[config.mk]
export PLATFORM = sky130hd
export DESIGN_NAME = wakeup_scoreboard
export DESIGN_NICKNAME = d
export VERILOG_FILES = /design/src/rtl/ws_pkg.sv /design/src/rtl/ws_regfile.sv /design/src/rtl/ws_slot.sv /design/src/rtl/wakeup_scoreboard.sv
export SDC_FILE = /design/constraint.sdc
export NUM_CORES = 1
export LEC_CHECK = 0
export ABC_AREA = 0
export CORE_ASPECT_RATIO = 1.2
export CORE_MARGIN = 3
export CORE_UTILIZATION = 64
export DETAILED_ROUTE_END_ITERATION = 16
export DONT_BUFFER_PORTS = 1
export PLACE_DENSITY = 0.89
export SYNTH_ARGS = -nofsm -noshare
export SYNTH_HDL_FRONTEND = slang
export SYNTH_SLANG_ARGS = --single-unit
[constraint.sdc]
create_clock -name clk -period 3.3 [get_ports clk]
set_clock_uncertainty 0.2 [all_clocks]
set_input_delay 0.165 -clock clk [delete_from_list [all_inputs] [get_ports clk]]
set_output_delay 0.165 -clock clk [all_outputs]
set_load 0.05 [all_outputs]
[src/rtl/ws_pkg.sv]
package ws_pkg;

   localparam int KIND_W = 4;
   localparam int CLS_W  = 3;

   localparam int KIND_FP  = 0;
   localparam int KIND_INT = 1;
   localparam int KIND_MEM = 2;
   localparam int KIND_CTL = 3;

   typedef enum logic [CLS_W-1:0] {
      CLS_MISC = 3'd0,
      CLS_FP   = 3'd1,
      CLS_INT  = 3'd2,
      CLS_MEM  = 3'd3,
      CLS_CTL  = 3'd4
   } ws_cls_e;

   function automatic ws_cls_e ws_classify(input logic [KIND_W-1:0] kind);
      if (kind[KIND_CTL])      return CLS_CTL;
      else if (kind[KIND_MEM]) return CLS_MEM;
      else if (kind[KIND_INT]) return CLS_INT;
      else if (kind[KIND_FP])  return CLS_FP;
      else                     return CLS_MISC;
   endfunction

endpackage

[src/rtl/ws_regfile.sv]
module ws_regfile #(
   parameter int NUM_PREGS = 16,
   parameter int NUM_SLOTS = 8,
   localparam int ID_W = $clog2(NUM_SLOTS)
) (
   input  logic                                clk,
   input  logic                                rst_n,
   input  logic [NUM_PREGS-1:0]                cmpl_hit,
   input  logic [NUM_PREGS-1:0]                dst_hit,
   input  logic [ID_W-1:0]                     dst_id,
   input  logic [NUM_PREGS-1:0][NUM_SLOTS-1:0] add_wait,
   input  logic [NUM_SLOTS-1:0]                drop_mask,
   output logic [NUM_PREGS-1:0]                reg_rdy,
   output logic [NUM_PREGS-1:0][NUM_SLOTS-1:0] waiters,
   output logic [NUM_PREGS-1:0]                prod_vld,
   output logic [NUM_PREGS-1:0][ID_W-1:0]      prod_id
);

   for (genvar r = 0; r < NUM_PREGS; r++) begin : g_reg
      always_ff @(posedge clk or negedge rst_n) begin
         if (!rst_n) begin
            reg_rdy[r]  <= 1'b0;
            waiters[r]  <= '0;
            prod_vld[r] <= 1'b0;
            prod_id[r]  <= '0;
         end else begin
            if (dst_hit[r]) begin
               reg_rdy[r]  <= 1'b0;
               prod_vld[r] <= 1'b1;
               prod_id[r]  <= dst_id;
            end else if (cmpl_hit[r]) begin
               reg_rdy[r]  <= 1'b1;
               prod_vld[r] <= 1'b0;
            end
            if (cmpl_hit[r])
               waiters[r] <= '0;
            else
               waiters[r] <= (waiters[r] | add_wait[r]) & ~drop_mask;
         end
      end
   end

endmodule

[src/rtl/ws_slot.sv]
module ws_slot #(
   parameter int TAG_W = 5
) (
   input  logic                clk,
   input  logic                rst_n,
   input  logic                alloc,
   input  logic [1:0]          alloc_wait,
   input  logic [TAG_W-1:0]    alloc_tag0,
   input  logic [TAG_W-1:0]    alloc_tag1,
   input  ws_pkg::ws_cls_e     alloc_cls,
   input  logic                wake,
   input  logic [TAG_W-1:0]    wake_tag,
   input  logic                kill,
   output logic                busy,
   output logic                fire_q,
   output ws_pkg::ws_cls_e     cls_q
);
   import ws_pkg::*;

   logic [1:0]       wait_q;
   logic [TAG_W-1:0] tag0_q, tag1_q;
   ws_cls_e          cls_held;
   logic [1:0]       wait_nxt;
   logic             fire;

   always_comb begin
      wait_nxt[0] = wait_q[0] && (tag0_q != wake_tag);
      wait_nxt[1] = wait_q[1] && (tag1_q != wake_tag);
      fire = 1'b0;
      if (alloc)
         fire = ~|alloc_wait;
      else if (busy && !kill && wake)
         fire = ~|wait_nxt;
   end

   always_ff @(posedge clk or negedge rst_n) begin
      if (!rst_n) begin
         busy     <= 1'b0;
         wait_q   <= '0;
         tag0_q   <= '0;
         tag1_q   <= '0;
         cls_held <= CLS_MISC;
         fire_q   <= 1'b0;
         cls_q    <= CLS_MISC;
      end else begin
         if (alloc) begin
            busy     <= |alloc_wait;
            wait_q   <= alloc_wait;
            tag0_q   <= alloc_tag0;
            tag1_q   <= alloc_tag1;
            cls_held <= alloc_cls;
         end else if (kill) begin
            busy   <= 1'b0;
            wait_q <= '0;
         end else if (busy && wake) begin
            wait_q <= wait_nxt;
            if (fire) busy <= 1'b0;
         end
         fire_q <= fire;
         if (fire) cls_q <= alloc ? alloc_cls : cls_held;
      end
   end

endmodule

[src/rtl/wakeup_scoreboard.sv]
module wakeup_scoreboard #(
   parameter int NUM_PREGS = 16,
   parameter int NUM_SLOTS = 8,
   parameter int TAG_W     = 5,
   localparam int ID_W     = $clog2(NUM_SLOTS),
   localparam int CLS_W    = ws_pkg::CLS_W,
   localparam int KIND_W   = ws_pkg::KIND_W
) (
   input  logic                       clk,
   input  logic                       rst_n,
   input  logic                       disp_valid,
   input  logic [ID_W-1:0]            disp_id,
   input  logic [KIND_W-1:0]          disp_kind,
   input  logic                       disp_s0_use,
   input  logic [TAG_W-1:0]           disp_s0_tag,
   input  logic                       disp_s0_rdy,
   input  logic                       disp_s1_use,
   input  logic [TAG_W-1:0]           disp_s1_tag,
   input  logic                       disp_s1_rdy,
   input  logic                       disp_d_use,
   input  logic [TAG_W-1:0]           disp_d_tag,
   input  logic                       cmpl_valid,
   input  logic [TAG_W-1:0]           cmpl_tag,
   input  logic                       clr_valid,
   input  logic [ID_W-1:0]            clr_id,
   output logic [NUM_SLOTS-1:0]       ready_vec,
   output logic [CLS_W*NUM_SLOTS-1:0] ready_cls
);
   import ws_pkg::*;

   if (NUM_PREGS < 2) begin : g_bad_pregs
      $error("wakeup_scoreboard: NUM_PREGS must be at least 2");
   end
   if (NUM_SLOTS < 2) begin : g_bad_slots
      $error("wakeup_scoreboard: NUM_SLOTS must be at least 2");
   end
   if ((1 << TAG_W) < NUM_PREGS) begin : g_bad_tag
      $error("wakeup_scoreboard: TAG_W too narrow for NUM_PREGS");
   end

   logic [NUM_PREGS-1:0]                reg_rdy;
   logic [NUM_PREGS-1:0][NUM_SLOTS-1:0] waiters;
   logic [NUM_PREGS-1:0]                prod_vld;
   logic [NUM_PREGS-1:0][ID_W-1:0]      prod_id;

   logic [NUM_PREGS-1:0] cmpl_hit, dst_hit, s0_oh, s1_oh, rdy_eff;
   logic [NUM_PREGS-1:0][NUM_SLOTS-1:0] add_wait;
   logic [NUM_SLOTS-1:0] id_oh, drop_mask, wake;
   logic s0_wait, s1_wait;
   ws_cls_e disp_cls;

   // Full-width tag compares: an out-of-range tag matches no register.
   for (genvar r = 0; r < NUM_PREGS; r++) begin : g_dec
      assign cmpl_hit[r] = cmpl_valid && (cmpl_tag == TAG_W'(r));
      assign dst_hit[r]  = disp_valid && disp_d_use && (disp_d_tag == TAG_W'(r));
      assign s0_oh[r]    = disp_s0_tag == TAG_W'(r);
      assign s1_oh[r]    = disp_s1_tag == TAG_W'(r);
   end

   // Completion is seen before the dispatch lookup of the same cycle.
   assign rdy_eff = reg_rdy | cmpl_hit;

   assign s0_wait = disp_valid && disp_s0_use && !disp_s0_rdy &&
                    (|s0_oh) && !(|(s0_oh & rdy_eff));
   assign s1_wait = disp_valid && disp_s1_use && !disp_s1_rdy &&
                    (|s1_oh) && !(|(s1_oh & rdy_eff));

   for (genvar e = 0; e < NUM_SLOTS; e++) begin : g_idoh
      assign id_oh[e]     = disp_id == ID_W'(e);
      assign drop_mask[e] = clr_valid && (clr_id == ID_W'(e));
   end

   for (genvar r = 0; r < NUM_PREGS; r++) begin : g_add
      assign add_wait[r] = ((s0_wait && s0_oh[r]) || (s1_wait && s1_oh[r])) ?
                           id_oh : '0;
   end

   always_comb begin
      wake = '0;
      for (int r = 0; r < NUM_PREGS; r++)
         wake = wake | (cmpl_hit[r] ? waiters[r] : '0);
   end

   assign disp_cls = ws_classify(disp_kind);

   ws_regfile #(
      .NUM_PREGS (NUM_PREGS),
      .NUM_SLOTS (NUM_SLOTS)
   ) u_regs (
      .clk       (clk),
      .rst_n     (rst_n),
      .cmpl_hit  (cmpl_hit),
      .dst_hit   (dst_hit),
      .dst_id    (disp_id),
      .add_wait  (add_wait),
      .drop_mask (drop_mask),
      .reg_rdy   (reg_rdy),
      .waiters   (waiters),
      .prod_vld  (prod_vld),
      .prod_id   (prod_id)
   );

   for (genvar e = 0; e < NUM_SLOTS; e++) begin : g_slot
      logic    busy;
      ws_cls_e cls_o;

      ws_slot #(
         .TAG_W (TAG_W)
      ) u_slot (
         .clk        (clk),
         .rst_n      (rst_n),
         .alloc      (disp_valid && id_oh[e]),
         .alloc_wait ({s1_wait, s0_wait}),
         .alloc_tag0 (disp_s0_tag),
         .alloc_tag1 (disp_s1_tag),
         .alloc_cls  (disp_cls),
         .wake       (wake[e]),
         .wake_tag   (cmpl_tag),
         .kill       (drop_mask[e]),
         .busy       (busy),
         .fire_q     (ready_vec[e]),
         .cls_q      (cls_o)
      );

      assign ready_cls[e*CLS_W +: CLS_W] = cls_o;
   end

endmodule

Word level (Yosys, flattened, before mapping)
Index checks and enable logic that the tools add are counted.
Word-level totals
  latch bits: 0
  flip-flop bits (word level): 304
  bits in writable memories: 0
  memory bits (read-only): 0
  output and inout port bits: 32
  memories: 0
Cells by class
  shift operators: 0
  order comparisons: 0
  divide/modulo/power cells: 0
  multiplexer cells: 164
  bitwise logic cells: 51
  reductions and logical operators: 225
  multiply operators: 0
  add/sub/neg operators: 0
  equal/unequal tests: 90
Operators by type and width (count)
  $mux W8: 48
  $or A8 B8 Y8: 31
  $eq A5 B4 Y1 const B: 32
  $logic_and A1 B1 Y1: 129
  $and A8 B8 Y8: 16
  $mux W1: 81
  $eq A5 B3 Y1 const B: 16
  $ne A5 B5 Y1: 16
  $reduce_or A16 Y1: 4
  $mux W2: 26
  $reduce_bool A3 Y1: 16
  $eq A5 B2 Y1 const B: 8
  $and A16 B16 Y16: 2
  $reduce_bool A2 Y1: 16
  $mux W3: 9
  $eq A3 B3 Y1 const B: 8
  $logic_not A1 Y1: 21
  $eq A5 B1 Y1 const B: 4
  $logic_not A5 Y1: 4
  $reduce_or A2 Y1: 9
  $logic_or A1 B1 Y1: 16
  $or A16 B16 Y16: 1
  $reduce_and A2 Y1: 8
  $eq A3 B2 Y1 const B: 4
  other kinds (3): 5

Longest topological paths before layout
  depth after elaboration: 25
  mapped depth: 11
  gate-level depth less buffers: 7

Hierarchy
Synthesis repeated with hierarchy kept, for this count alone.
Unflattened totals
  cells, all modules: 1642
  area, all modules: 17944.7 um2
Modules (own cells, without submodules)
  ws_regfile: area each 7858.8 um2, times used 1, cells an instance 611, seq. area each 5205.0 um2
  ws_slot: area each 928.4 um2, times used 8, cells an instance 71, seq. area each 500.5 um2
  wakeup_scoreboard: area each 2658.8 um2, times used 1, cells an instance 463, seq. area each 0.0 um2

Worst setup path after synthesis
No wires, ideal clock.
  path kind: input to register
  start: in cmpl_tag[3]
  end: reg g_slot[7].u_slot.cls_q[0]
  data arrival time: 2.249 ns
  stages: 9
  data required time: 2.954 ns
  path slack: 0.704 ns
  buffers on the path: 2
  cell sequence: buf_4 and4bb_2 a21oi_1 o32ai_1 nor4_1 nand3_2 buf_2 a32oi_1 a221oi_1
On the way
  cells in the longest elaborated chain, start to end: 21
Ends and longest elaborated chain
  from (decl): line wakeup_scoreboard.sv:23  | input logic [TAG_W-1:0] cmpl_tag,
  $eq A5 B1 Y1 / $logic_not A5 Y1 (equally long branches): line wakeup_scoreboard.sv:54  | assign cmpl_hit[r] = cmpl_valid && (cmpl_tag == TAG_W'(r));
  $logic_and A1 B1 Y1: line wakeup_scoreboard.sv:54
  $mux W8: line wakeup_scoreboard.sv:81  | wake = wake | (cmpl_hit[r] ? waiters[r] : '0);
  $or A8 B8 Y8 (15 in series): line wakeup_scoreboard.sv:81
  $logic_and A1 B1 Y1: line ws_slot.sv:32  | else if (busy && !kill && wake)
  $mux W1: line ws_slot.sv:32
  $mux W1 (*): line ws_slot.sv:30  | if (alloc)
  to (signal assigned): line ws_slot.sv:60  | if (fire) cls_q <= alloc ? alloc_cls : cls_held;
  to (decl): line ws_slot.sv:16  | output ws_pkg::ws_cls_e cls_q
Mark *: on every way between the ends. The rest lies on a longest branch, timed or not.
A chain may end at the register's enable or synchronous reset.

Worst setup path in the final report
  start: in disp_s1_tag[3]
  end: reg u_regs.waiters[68] in the netlist's numbering
On the way
  cells in the longest elaborated chain, start to end: 11
Ends and longest elaborated chain
  from (decl): line wakeup_scoreboard.sv:18  | input logic [TAG_W-1:0] disp_s1_tag,
  $eq A5 B1 Y1 (tied with other cells): line wakeup_scoreboard.sv:57  | assign s1_oh[r] = disp_s1_tag == TAG_W'(r);
  $and A16 B16 Y16: line wakeup_scoreboard.sv:66  | (|s1_oh) && !(|(s1_oh & rdy_eff));
  $reduce_or A16 Y1: line wakeup_scoreboard.sv:66
  $logic_not A1 Y1: line wakeup_scoreboard.sv:66
  $logic_and A1 B1 Y1: line wakeup_scoreboard.sv:66
  $logic_and A1 B1 Y1 (*): line wakeup_scoreboard.sv:74  | assign add_wait[r] = ((s0_wait && s0_oh[r]) || (s1_wait && s1_oh[r])) ?
  $logic_or A1 B1 Y1 (*): line wakeup_scoreboard.sv:74
  $mux W8 (*): line wakeup_scoreboard.sv:74
  $or A8 B8 Y8 (*): line ws_regfile.sv:38  | waiters[r] <= (waiters[r] | add_wait[r]) & ~drop_mask;
  $and A8 B8 Y8 (*): line ws_regfile.sv:38
  $mux W8 (*): line ws_regfile.sv:35  | if (cmpl_hit[r])
  to (signal, indexed assignment): line ws_regfile.sv:38
  to (decl): line ws_regfile.sv:14  | output logic [NUM_PREGS-1:0][NUM_SLOTS-1:0] waiters,
Marks and branches as above.

==> out/metrics.yaml <==
floorplanning:
  initial_core_util_pct: 65.2
  core_area_um2: 23300
  fp.dieH_um: 175
  ios: 72
  die_w_um: 147
  die_area_um2: 25600
  rows: 61
setup_path:
  arrival_ps: 3440
  path_cells: "dlygate4sd3_1, nor3b_1, nand2_1, o21ai_0, or4_4, nor3_1, o21ai_0, a21oi_1"
  cp-startpoint: "disp_s1_tag[3]"
  critical_path_required_ps: 3590
  critPathBufInv: 1
  crit_path_max_incr_delay_ps: 970
  worstPathMaxFanout: 16
  crit_path_frequent_cell: "o21ai_0"
  crit_path_end_kind: "register"
  reg2reg_from: "u_regs.reg_rdy[5]"
  crit_type: "in2reg"
  crit_family: "simple AND/OR/NAND/NOR gates"
  slowest_stage: "dlygate4sd3_1"
  startpoint_type: "input port"
sta:
  fin_tns_setup_ps: 0
  holdWs_ps: -912
  hold_violations: 304
  setup_viol: 0
  min_period_ps: 3150
  fmax_ghz: 0.318
  worstMarginPinSlew_ps: 1010
  drv_slew: 0
  rsz0062_at_grt: "no"
  finalCritPeriodShare_pct: 95.4
  relSlewSlack_pct: 32.2
placed_design:
  hpwl_um: 31700
  gp_congestion: 1.03
  io_buffers: 0
cts:
  cts_tree: "done"
  post_cts_buffers: 0
  clk_path_buf_depth: 3
  cts.clk_slew.worst_paths_ps: 70
  htree_levels: 1
  root_buffer: "clkbuf_16"
  clkSinkCount: 304
  clk_latency_ps: 570
  cts_buffers: 30
logic_synthesis:
  yosysUniqueCellTypes: 63
  yosysWarnings: 0
  yosys-top-cells-area: "dfrtp_1 50%, nand3_1 8.5%, nand2_1 7.8%"
  yosys.area.top_type: "dfrtp_1"
  synth-edff-count: 0
  synthFlopType: "dfrtp_1"
  synth_fp_nets: 1752
  syn_inst: 1712
  avgSynthCellArea_um2: 8.87
  synth_top_area_share_pct: 50.1
  async_flop_share_pct: 100
  netlist_area_um2: 15200
  synth-seq-cells: 304
  ys_seq_area_share_pct: 50.1
layout:
  multi_input_area_um2: 6750
  fillCellCount: 1586
  fin_nets: 1756
  final_util_pct: 73.2
  diodes: 0
  seq_area_um2: 7610
  syn_to_final_growth_pct: 12.2
  layout-drive-gt1-share_pct: 6.62
detailed_routing:
  drt_iter0_drc: 2241
  drtAntennaViolNets: 0
  first_pass_iters: 7
  num_vias: 14361
  vias_per_cell: 7.00
  wl_per_cell_um: 24.4
  finalWirelength_um: 50200
  drc_errors: 0
status:
  status: "finished, violations left"
  violations: "hold timing"
pwr:
  p_leak_uw: 0.00754
  power-per-cell-area_nw_per_um2: 548
  peakVddDrop_mv: 0.415
  totalPowerFinal_uw: 9330
global_routing:
  grt_usage_pct: 39.1
  overflow: 0
  antenna_found_initial: 0
  grt_max_degree: 305
  grt_pass1_wl_um: 79600
  grt_pass1_vias: 14407
flow_run:
  maxCapViolations: 0
hold_path:
  hold_class: "in2async"
[Yosys cell counts, types with 6 or more instances]
master,number
nand2_1,316
dfrtp_1,304
nand3_1,259
o21ai_0,139
clkbuf_1,74
inv_1,70
a21oi_1,53
xnor2_1,48
nand4_1,37
xor2_1,32
buf_2,29
nor4_1,27
o22ai_1,27
nor2_1,26
nor2b_1,23
nor3_1,23
a221oi_1,21
buf_1,20
a32o_1,17
and2_1,17
mux2i_1,16
o31ai_1,16
a211oi_1,13
buf_4,11
nor4b_1,9
a32oi_1,8
nand2b_1,8
and3_1,6
[worst paths after layout]
kind,slack (ps),end,cells after the start
setup / recovery,150,u_regs.waiters[68],8
hold / removal,-910,u_regs.reg_rdy[7],0
setup reg to reg,390,u_regs.waiters[68],6
hold reg to reg,280,g_slot[2].u_slot.cls_held[0],2
max in group asynchronous,3070,u_regs.waiters[78],0
min in group clk,10,g_slot[5].u_slot.wait_q[0],6
[final cells by class]
| type | count | area share, % |
|---|---|---|
| repair buffers | 106 | 5.92 |
| clock buffers | 41 | 4.95 |
| inverters | 70 | 1.54 |
| well taps | 315 | 2.31 |
| flip-flops and latches | 304 | 44.7 |
| multi-input cells | 1204 | 39.6 |
| clock inverters | 13 | 0.999 |
[kinds of logic (layout without fill, tap and decap cells)]
logic type	Yosys count	count (layout)	share of synthesized area (%)
AO/OA/AOI/OAI	330	330	13.8
XOR/XNOR	80	80	4.62
buffers and inverters	204	230	5.56
flip-flops	304	304	50.1
multiplexers	16	16	1.06
AND/OR/NAND/NOR	778	778	24.8
[routing by layer]
layer / GRT usage, % / part of all wire (%)
met1: 47.6 / 34
met2: 63.0 / 47
met3: 8.25 / 11
met4: 26.1 / 7.9
met5: 0 / 0
[layout by cell type, fill, tap and decap left out, drive strengths merged, types with 5 or more instances in the layout]
cell | netlist | routed
a211oi | 14 | 14
a21oi | 54 | 54
a221oi | 21 | 21
a31oi | 5 | 5
a32o | 17 | 17
a32oi | 8 | 8
and2 | 17 | 17
and3 | 6 | 6
buf | 60 | 47
clkbuf | 74 | 41
clkinv | 0 | 7
dfrtp | 304 | 304
dlygate4sd3 | 0 | 58
inv | 70 | 70
mux2i | 16 | 16
nand2 | 316 | 316
nand2b | 8 | 8
nand3 | 260 | 260
nand4 | 37 | 37
nor2 | 26 | 26
nor2b | 23 | 23
nor3 | 25 | 25
nor4 | 28 | 28
nor4b | 10 | 10
o21ai | 139 | 139
o22ai | 27 | 27
o31ai | 16 | 16
o32ai | 5 | 5
xnor2 | 48 | 48
xor2 | 32 | 32
[through the flow]
| stage | instances | area [um^2] | setup slack (ps) |
|---|---|---|---|
| 2_1_floorplan | 1712 | 15200 | 704 |
| 3_3_place_gp | 1939 | 15400 | 336 |
| 3_5_place_dp | 1939 | 15400 | 301 |
| 4_1_cts | 2051 | 17000 | 116 |
| 5_1_grt | 2053 | 17000 | 47.4 |
| 6_report | 2053 | 17000 | 153 |
[power breakdown]
group / internal, uW / switching [uW] / leakage [uW]
registers: 4100 / 497 / 0.00400
clock network: 2090 / 1500 / 0.000496
logic: 461 / 688 / 0.00305
[flip-flops by register name, indices dropped and copies added, names as in the netlist]
register and cells:
u_regs.reg_rdy 16, g_slot.u_slot.fire_q 8, g_slot.u_slot.busy 8, g_slot.u_slot.tag1_q 40, g_slot.u_slot.cls_q 24, g_slot.u_slot.cls_held 24, g_slot.u_slot.tag0_q 40, u_regs.waiters 128
g_slot.u_slot.wait_q 16
[repair_timing]
| action | 4_1_cts | 5_1_grt |
|---|---|---|
| hold endpoints to repair | 575 | 305 |
| hold buffers | 58 | 2 |
| gates resized for setup | 0 | 4 |
| setup endpoints to repair | 0 | 11 |
[worst reg2reg max path, cell delays in order, from the launching register on]
cell     delay, ps
dfrtp_1        380
a21oi_1        290
o32ai_1        180
or4_4          540
nor3_1         790
o21ai_0        240
a21oi_1        210
Power figures use the tool's default switching activity.
